## config.mk

```make
export PLATFORM = sky130hd
export DESIGN_NAME = circ_agen
export DESIGN_NICKNAME = d
export VERILOG_FILES = /design/src/rtl/circ_agen_pkg.sv /design/src/rtl/cag_regs.sv /design/src/rtl/cag_step.sv /design/src/rtl/circ_agen.sv
export SDC_FILE = /design/constraint.sdc
export NUM_CORES = 1
export LEC_CHECK = 0
export ABC_AREA = 1
export BUFFER_PORTS_ARGS = -buffer_cell sky130_fd_sc_hd__buf_2
export CORE_ASPECT_RATIO = 0.8
export CORE_MARGIN = 2
export CORE_UTILIZATION = 30
export CTS_CLUSTER_SIZE = 28
export DETAILED_ROUTE_END_ITERATION = 10
export SLEW_MARGIN = 10
export SYNTH_ARGS = -nofsm -noshare
export SYNTH_HDL_FRONTEND = slang
export SYNTH_SLANG_ARGS = --single-unit
export TNS_END_PERCENT = 5
```

## constraint.sdc

```tcl
create_clock -name clk_i -period 5.4 [get_ports clk_i]
set_input_delay 1.08 -clock clk_i [delete_from_list [all_inputs] [get_ports clk_i]]
set_output_delay 1.08 -clock clk_i [all_outputs]
set_load 0.1 [all_outputs]
```

## src/rtl/circ_agen_pkg.sv

```systemverilog
package circ_agen_pkg;
  typedef enum logic [1:0] {
    SEL_IDX  = 2'd0,
    SEL_STEP = 2'd1,
    SEL_BASE = 2'd2,
    SEL_LEN  = 2'd3
  } reg_sel_e;
endpackage

```

## src/rtl/cag_regs.sv

```systemverilog
module cag_regs
  import circ_agen_pkg::*;
#(
  parameter int AW = 32
) (
  input  logic          clk_i,
  input  logic          rst_ni,
  input  logic          wr_en_i,
  input  logic [1:0]    wr_sel_i,
  input  logic [AW-1:0] wr_data_i,
  input  logic          upd_en_i,
  input  logic [AW-1:0] upd_idx_i,
  output logic [AW-1:0] idx_o,
  output logic [AW-1:0] step_o,
  output logic [AW-1:0] base_o,
  output logic [AW-1:0] len_o
);
  logic [AW-1:0] idx_q, step_q, base_q, len_q;

  always_ff @(posedge clk_i or negedge rst_ni) begin
    if (!rst_ni) begin
      idx_q  <= '0;
      step_q <= '0;
      base_q <= '0;
      len_q  <= '0;
    end else if (wr_en_i) begin
      // write wins over a concurrent update
      unique case (reg_sel_e'(wr_sel_i))
        SEL_IDX:  idx_q <= wr_data_i;
        SEL_STEP: step_q <= wr_data_i;
        SEL_BASE: begin
          base_q <= wr_data_i;
          idx_q  <= wr_data_i;
        end
        SEL_LEN:  len_q <= wr_data_i;
        default:  ;
      endcase
    end else if (upd_en_i) begin
      idx_q <= upd_idx_i;
    end
  end

  assign idx_o  = idx_q;
  assign step_o = step_q;
  assign base_o = base_q;
  assign len_o  = len_q;

  AST_BASE_LOADS_IDX: assert property (@(posedge clk_i) disable iff (!rst_ni)
    (wr_en_i && wr_sel_i == 2'd2) |=> (idx_q == $past(wr_data_i) && base_q == idx_q));
  AST_IDX_HOLD: assert property (@(posedge clk_i) disable iff (!rst_ni)
    (!wr_en_i && !upd_en_i) |=> $stable(idx_q));
endmodule

```

## src/rtl/cag_step.sv

```systemverilog
module cag_step #(
  parameter int AW = 32
) (
  input  logic [AW-1:0] idx_i,
  input  logic [AW-1:0] base_i,
  input  logic [AW-1:0] len_i,
  input  logic [AW-1:0] amt_i,
  output logic [AW-1:0] nxt_o
);
  localparam int EW = AW + 2;

  logic signed [EW-1:0] sum, win_lo, win_hi, wrapped;

  always_comb begin
    sum    = $signed({2'b00, idx_i}) + $signed({{2{amt_i[AW-1]}}, amt_i});
    win_lo = $signed({2'b00, base_i});
    win_hi = $signed({2'b00, base_i}) + $signed({2'b00, len_i});
    wrapped = sum;
    if (len_i != '0) begin
      if (sum >= win_hi)     wrapped = sum - $signed({2'b00, len_i});
      else if (sum < win_lo) wrapped = sum + $signed({2'b00, len_i});
    end
    nxt_o = wrapped[AW-1:0];
  end
endmodule

```

## src/rtl/circ_agen.sv

```systemverilog
module circ_agen
  import circ_agen_pkg::*;
#(
  parameter int AW = 32
) (
  input  logic          clk_i,
  input  logic          rst_ni,
  input  logic          wr_en_i,
  input  logic [1:0]    wr_sel_i,
  input  logic [AW-1:0] wr_data_i,
  input  logic          req_i,
  input  logic          use_imm_i,
  input  logic [AW-1:0] imm_i,
  output logic [AW-1:0] addr_o
);
  logic [AW-1:0] idx, step, base, len, amt, nxt;
  logic          upd_en;

  assign amt    = use_imm_i ? imm_i : step;
  assign upd_en = req_i && !wr_en_i;

  cag_regs #(.AW(AW)) u_regs (
    .clk_i     (clk_i),
    .rst_ni    (rst_ni),
    .wr_en_i   (wr_en_i),
    .wr_sel_i  (wr_sel_i),
    .wr_data_i (wr_data_i),
    .upd_en_i  (upd_en),
    .upd_idx_i (nxt),
    .idx_o     (idx),
    .step_o    (step),
    .base_o    (base),
    .len_o     (len)
  );

  cag_step #(.AW(AW)) u_step (
    .idx_i  (idx),
    .base_i (base),
    .len_i  (len),
    .amt_i  (amt),
    .nxt_o  (nxt)
  );

  assign addr_o = idx;

  // checker-side window view
  logic [AW:0]   win_hi;
  logic [AW-1:0] amt_mag;
  logic          in_win, amt_ok;
  assign win_hi  = {1'b0, base} + {1'b0, len};
  assign in_win  = ({1'b0, idx} >= {1'b0, base}) && ({1'b0, idx} < win_hi);
  assign amt_mag = amt[AW-1] ? (~amt + 1'b1) : amt;
  assign amt_ok  = amt_mag <= len;

  AST_STAYS_IN_WINDOW: assert property (@(posedge clk_i) disable iff (!rst_ni)
    (upd_en && len != '0 && in_win && amt_ok) |=> in_win);
  AST_LINEAR_STEP: assert property (@(posedge clk_i) disable iff (!rst_ni)
    (upd_en && len == '0) |=> (addr_o == $past(addr_o + amt)));
  AST_WRITE_BEATS_REQ: assert property (@(posedge clk_i) disable iff (!rst_ni)
    (wr_en_i && req_i && wr_sel_i == 2'd1) |=> $stable(addr_o));
  AST_POST_MODIFY: assert property (@(posedge clk_i) disable iff (!rst_ni)
    (upd_en && amt != '0 && len == '0) |=> (addr_o != $past(addr_o)));
endmodule

```

# Yosys cells after proc, flatten, opt, wreduce, memory -nomap -nowiden
# Cells that the tools add are included.
[totals] out_inout_bits=32 word_cells=31 register_bits=128 inputBits=71
[classes] n_addsub=4 order_cmp=2 reduce_logical=10 n_eq_ne=4 muxes=7
[op_table] op="$mux W32" n=7
[op_table] op="$add A33 B32 Y34" n=1
[op_table] op="$ge A34 B34 Y1" n=1
[op_table] op="$lt A34 B33 Y1" n=1
[op_table] op="$add A32 B32 Y33" n=1
[op_table] op="$add A32 B32 Y32" n=1
[op_table] op="$reduce_bool A32 Y1" n=1
[op_table] op="$sub A32 B32 Y32" n=1
[op_table] op="$reduce_and A2 Y1" n=4
[op_table] op="$eq A2 B2 Y1 const B" n=2
[op_table] op="$eq A2 B1 Y1 const B" n=1
[op_table] op="$logic_not A2 Y1" n=1
[op_table] op="$ne A2 B2 Y1 const B" n=1
[op_table] op="$reduce_bool A2 Y1" n=1
[op_table] op="$reduce_or A2 Y1" n=1
[op_table] op="$logic_and A1 B1 Y1" n=1
[op_table] op="$logic_not A1 Y1" n=1

# Logic depth before layout (Yosys ltp)
[depth] word_depth=8 ltp_mapped=37 ltp_nobuf=34

# Cells and area by module
# A second synthesis with hierarchy kept.
[hier_totals] cells_unflattened=2524 area_unflattened_um2=15910.3
[modules_own_cells] mod="cag_step" seq_area_each_um2=0.0 cells_each=1757 area_per_inst_um2=9944.5 n_inst=1
[modules_own_cells] mod="cag_regs" seq_area_each_um2=3203.1 cells_each=661 area_per_inst_um2=5466.5 n_inst=1
[modules_own_cells] mod="circ_agen" seq_area_each_um2=0.0 cells_each=106 area_per_inst_um2=499.2 n_inst=1

# Worst setup path before layout
# OpenSTA, ideal clock, no wires.
[synth_timing] path_kind="input to register" from="in use_imm_i" to="reg u_regs.idx_q[30], in the netlist u_regs.idx_o[30]" setup_slack_ns=-0.410 path_stages=29 setup_ns=0.120 t_arrival_ns=5.691 path_cell_list="clkbuf_1 clkbuf_1 mux2_2 ha_1 fa_1 nand3_1 nand2_1 nand2_1 nand2_1 nand2_1 nand2_1 inv_1 nor2_1 or2_2 a211oi_1 xor2_1 inv_1 ha_1 clkbuf_1 inv_1 nor4_1 nand4_1 o21ai_0 or2_2 nand3_1 nand3_1 nand2_1 nand2_1 nand2_1"
[synth_between] elab_chain_cells=8 word_cells_on_any_way=11 cone_classes="add/sub (3); order compare (2); mux (6)"
[synth_rtl] element="start: declaration" line="circ_agen.sv:12" source="input logic use_imm_i,"
[synth_rtl] element="$mux W32 (*)" line="circ_agen.sv:19" source="assign amt = use_imm_i ? imm_i : step;"
[synth_rtl] element="$add A33 B32 Y34 (*)" line="cag_step.sv:15" source="sum = $signed({2'b00, idx_i}) + $signed({{2{amt_i[AW-1]}}, amt_i});"
[synth_rtl] element="$add A32 B32 Y32 or $lt A34 B33 Y1 (tied branches)" line="cag_step.sv:21" source="else if (sum < win_lo) wrapped = sum + $signed({2'b00, len_i});"
[synth_rtl] element="$mux W32" line="cag_step.sv:21"
[synth_rtl] element="$mux W32" line="cag_step.sv:20" source="if (sum >= win_hi) wrapped = sum - $signed({2'b00, len_i});"
[synth_rtl] element="$mux W32 (*)" line="cag_step.sv:19" source="if (len_i != '0) begin"
[synth_rtl] element="$mux W32 (*)" line="cag_regs.sv:38" source="end else if (upd_en_i) begin"
[synth_rtl] element="$mux W32 (*)" line="cag_regs.sv:26" source="end else if (wr_en_i) begin"
[synth_rtl] element="end signal: assignment" line="cag_regs.sv:29" source="SEL_IDX: idx_q <= wr_data_i;"
[synth_rtl] element="end signal: assignment" line="cag_regs.sv:33" source="idx_q <= wr_data_i;"
[synth_rtl] element="end signal: assignment" line="cag_regs.sv:39" source="idx_q <= upd_idx_i;"
[synth_rtl] element="end: declaration" line="cag_regs.sv:18" source="logic [AW-1:0] idx_q, step_q, base_q, len_q;"
# Every way passes the cells marked *; elsewhere a longest branch is shown, timed or not. The select of a mux whose other input is x is not followed.
# A chain may end at the register's enable or synchronous reset.

# Worst setup path in the final report
[layout_timing] from="in use_imm_i" to="reg u_regs.idx_q[26], in the netlist u_regs.idx_o[26]"
# Same word-level chain as after synthesis.

==> flow_summary.json <==
{
  "fin_cells": 3544,
  "num_vias": 17030,
  "overflow": 0,
  "met1Wirelength_mm": 28.86,
  "antenna_cells": 0,
  "dr.first_iter.drc_count": 1264,
  "synth_top_area_share_pct": 21.04,
  "cts_tree": "done",
  "avgViaCountPerCell": 4.804,
  "maxClockFrequency_mhz": 190.4,
  "track_usage_pct": 21.59,
  "required_ns": 5.79,
  "first_pass_iters": 5,
  "dp_hpwl_mm": 47.12,
  "synth_nets": 2622,
  "antenna_found_initial": 0,
  "min_period_ns": 5.253,
  "worstSkewPairLatency_ns": 0.45,
  "critPathSlowestCell": "ha_1",
  "synth-edff-count": 0,
  "cts-root-buf": "clkbuf_16",
  "hold_class": "reg2reg",
  "maxCapViolCount": 0,
  "crit_top_cell": "nand2_1",
  "syn_area_per_cell_um2": 6.440,
  "die_h_um": 205.5,
  "cp-start-kind": "primary input",
  "clock-sinks": 128,
  "fin_nets": 3114,
  "core_area_um2": 49870,
  "synthDistinctLibCells": 54,
  "ys_seq_area_share_pct": 21.04,
  "yosys.cell_count.top_type": "nand2_1",
  "netlist_area_um2": 15220,
  "crit_type": "in2reg",
  "grt_max_degree": 85,
  "ys.flop_type": "dfrtp_1",
  "dp.cells": 3501,
  "seq_area_um2": 3203,
  "fp.dieW_um": 255.9,
  "cts-buffers-inserted": 17,
  "worst_pin_slew_ns": 1.106,
  "num_rows": 73,
  "slew_headroom_pct": 25.98,
  "drc_errors": 0,
  "port_buffers": 102,
  "wl_met2_mm": 24.03,
  "dpl_cell_area_um2": 19600,
  "rsz0062_at_grt": "yes",
  "setup_violations": 0,
  "outcome": "complete, no violations",
  "cp_max_fo": 6,
  "synthTopCellsByArea": "dfrtp_1 21%, nand2_1 17%, ha_1 15%, inv_1 8.3%, o21ai_0 6.0%",
  "synthToLayoutAreaGrowth_pct": 38.18,
  "multiInputGateArea_um2": 11100,
  "drive_above_1_share_pct": 26.21,
  "final-hold-violation-count": 0,
  "synthCells": 2364,
  "cp-end-kind": "register",
  "utilization_pct": 42.18,
  "report.final.slew_viol_count": 0,
  "wirelength_mm": 57.46,
  "htree_levels": 4,
  "final_area_um2": 21040,
  "top_layer": "met4",
  "grt_first_pass_wirelength_mm": 88.34,
  "cts_buffer_depth": 2,
  "start_util_pct": 30.53,
  "drt.antenna.violating_nets": 0,
  "wl_per_cell_um": 16.21,
  "die-area_um2": 52580,
  "synthTopCellsByCount": "705 x nand2_1, 337 x inv_1, 183 x ha_1, 183 x o21ai_0, 180 x a21oi_1",
  "synthArstFlopShare_pct": 100.0,
  "cts_hold_buf": 0,
  "timing.final.crit_share_pct": 97.28,
  "fillCellCount": 5226,
  "num_io_pins": 103,
  "crit_arrival_ns": 5.64,
  "skew_ns": 0.01264,
  "place.gp.congestion": 0.9449,
  "path_clk_slew_ns": 0.06,
  "grt_pass1_vias": 16150,
  "synth_area_leader_cell": "dfrtp_1",
  "yosysWarnings": 0,
  "wl_met3_mm": 3.311,
  "synth-seq-cells": 128,
  "cpPeakStageDelay_ns": 0.35
}
==> worst max-delay path, delay by kind of cell <==
kind                       cells  cell delay [ns]
muxes                          1             0.31
adders and majority gates      2             0.57
and+or+nand+nor                9             0.86
buffers and inverters         10             1.22
xor gates and xnor gates       2             0.35
AOI/OAI and AO/OA              7             1.23
==> path summary, 6_finish.rpt <==
check,startpoint,end,slack [ns],cells past startpoint
max in group asynchronous,rst_ni,u_regs.base_o[15],3.58,2
min in group asynchronous,rst_ni,u_regs.step_o[22],0.71,1
max reg2reg,u_regs.base_o[0],u_regs.idx_o[17],0.32,34
max,use_imm_i,u_regs.idx_o[26],0.15,31
min reg2reg,u_regs.step_o[18],u_regs.step_o[18],0.48,2
min,u_regs.step_o[18],u_regs.step_o[18],0.48,2
==> final cells by class <==
cell class,count,area share [%]
Tap cell,675,4.015
Timing Repair Buffer,544,18.85
Clock inverter,14,0.9754
Clock buffer,18,2.040
Inverter,344,6.138
Multi-Input combinational cell,1821,52.75
Sequential cell,128,15.23
==> metal layers <==
metal	GRT usage (%)	up-vias
met5	0	-
met4	5.556	0
met3	2.550	60
met2	33.06	461
met1	31.95	7851
li1	-	8654
==> flip-flops by register name, indices dropped and copies added (netlist names) <==
name	flops
u_regs.idx_o	32
u_regs.step_o	32
u_regs.base_o	32
u_regs.len_o	32
==> what timing repair did <==
| item | in CTS | in global routing |
|---|---|---|
| pin swaps | 3 | 44 |
| endpoints found under the setup margin | 32 | 32 |
| buffers inserted | 2 | 9 |
| resized for setup | 12 | 132 |
| cloned | 0 | 0 |
| endpoints found under the hold margin | 0 | 0 |
==> placed cells by master (no fill, tap or decap), types with 7 or more instances in the layout <==
| master | instances |
|---|---|
| buf_2 | 100 |
| inv_2 | 12 |
| ha_1 | 156 |
| nor2_2 | 11 |
| buf_4 | 425 |
| a21o_1 | 7 |
| nor3_1 | 17 |
| ha_2 | 7 |
| dfrtp_1 | 128 |
| o21ai_1 | 25 |
| nand2_1 | 689 |
| nand2_2 | 25 |
| clkbuf_16 | 17 |
| a21oi_1 | 160 |
| nor4_1 | 12 |
| o21a_1 | 9 |
| ha_4 | 20 |
| nand3_1 | 111 |
| xnor2_1 | 18 |
| xor2_1 | 77 |
| o21ai_0 | 174 |
| mux2_2 | 25 |
| o21bai_1 | 9 |
| buf_12 | 7 |
| buf_6 | 12 |
| nor2_1 | 128 |
| inv_1 | 331 |
| a31oi_1 | 9 |
| a21oi_2 | 21 |
| nand4_1 | 22 |
==> cells by family (layout without fill, tap and decap cells) <==
logic type / count (synthesis) / in the layout / share of synthesized area, %
adders and majority gates: 187 / 187 / 15.57
muxes: 31 / 31 / 2.293
xor gates and xnor gates: 104 / 104 / 6.032
buffers and inverters: 415 / 920 / 10.55
DFF: 128 / 128 / 21.04
AOI/OAI and AO/OA: 454 / 454 / 16.13
and+or+nand+nor: 1045 / 1045 / 28.39
==> stage by stage <==
stage | setup slack (ns) | hold WS [ns] | setup TNS (ns)
final | 0.1467 | 0.4839 | 0
after global routing | -0.07865 | 0.4938 | -0.4559
after CTS | -0.005507 | 0.4848 | -0.008989
after detailed placement | -0.7449 | 0.4694 | -19.11
after global placement | -0.7040 | 0.4638 | -17.66
after floorplan | -0.001216 | 0.4478 | -0.001216
Power is left out: the tool's default activity adds up to more than one toggle a clock period on the data nets, which glitch-free logic cannot reach.
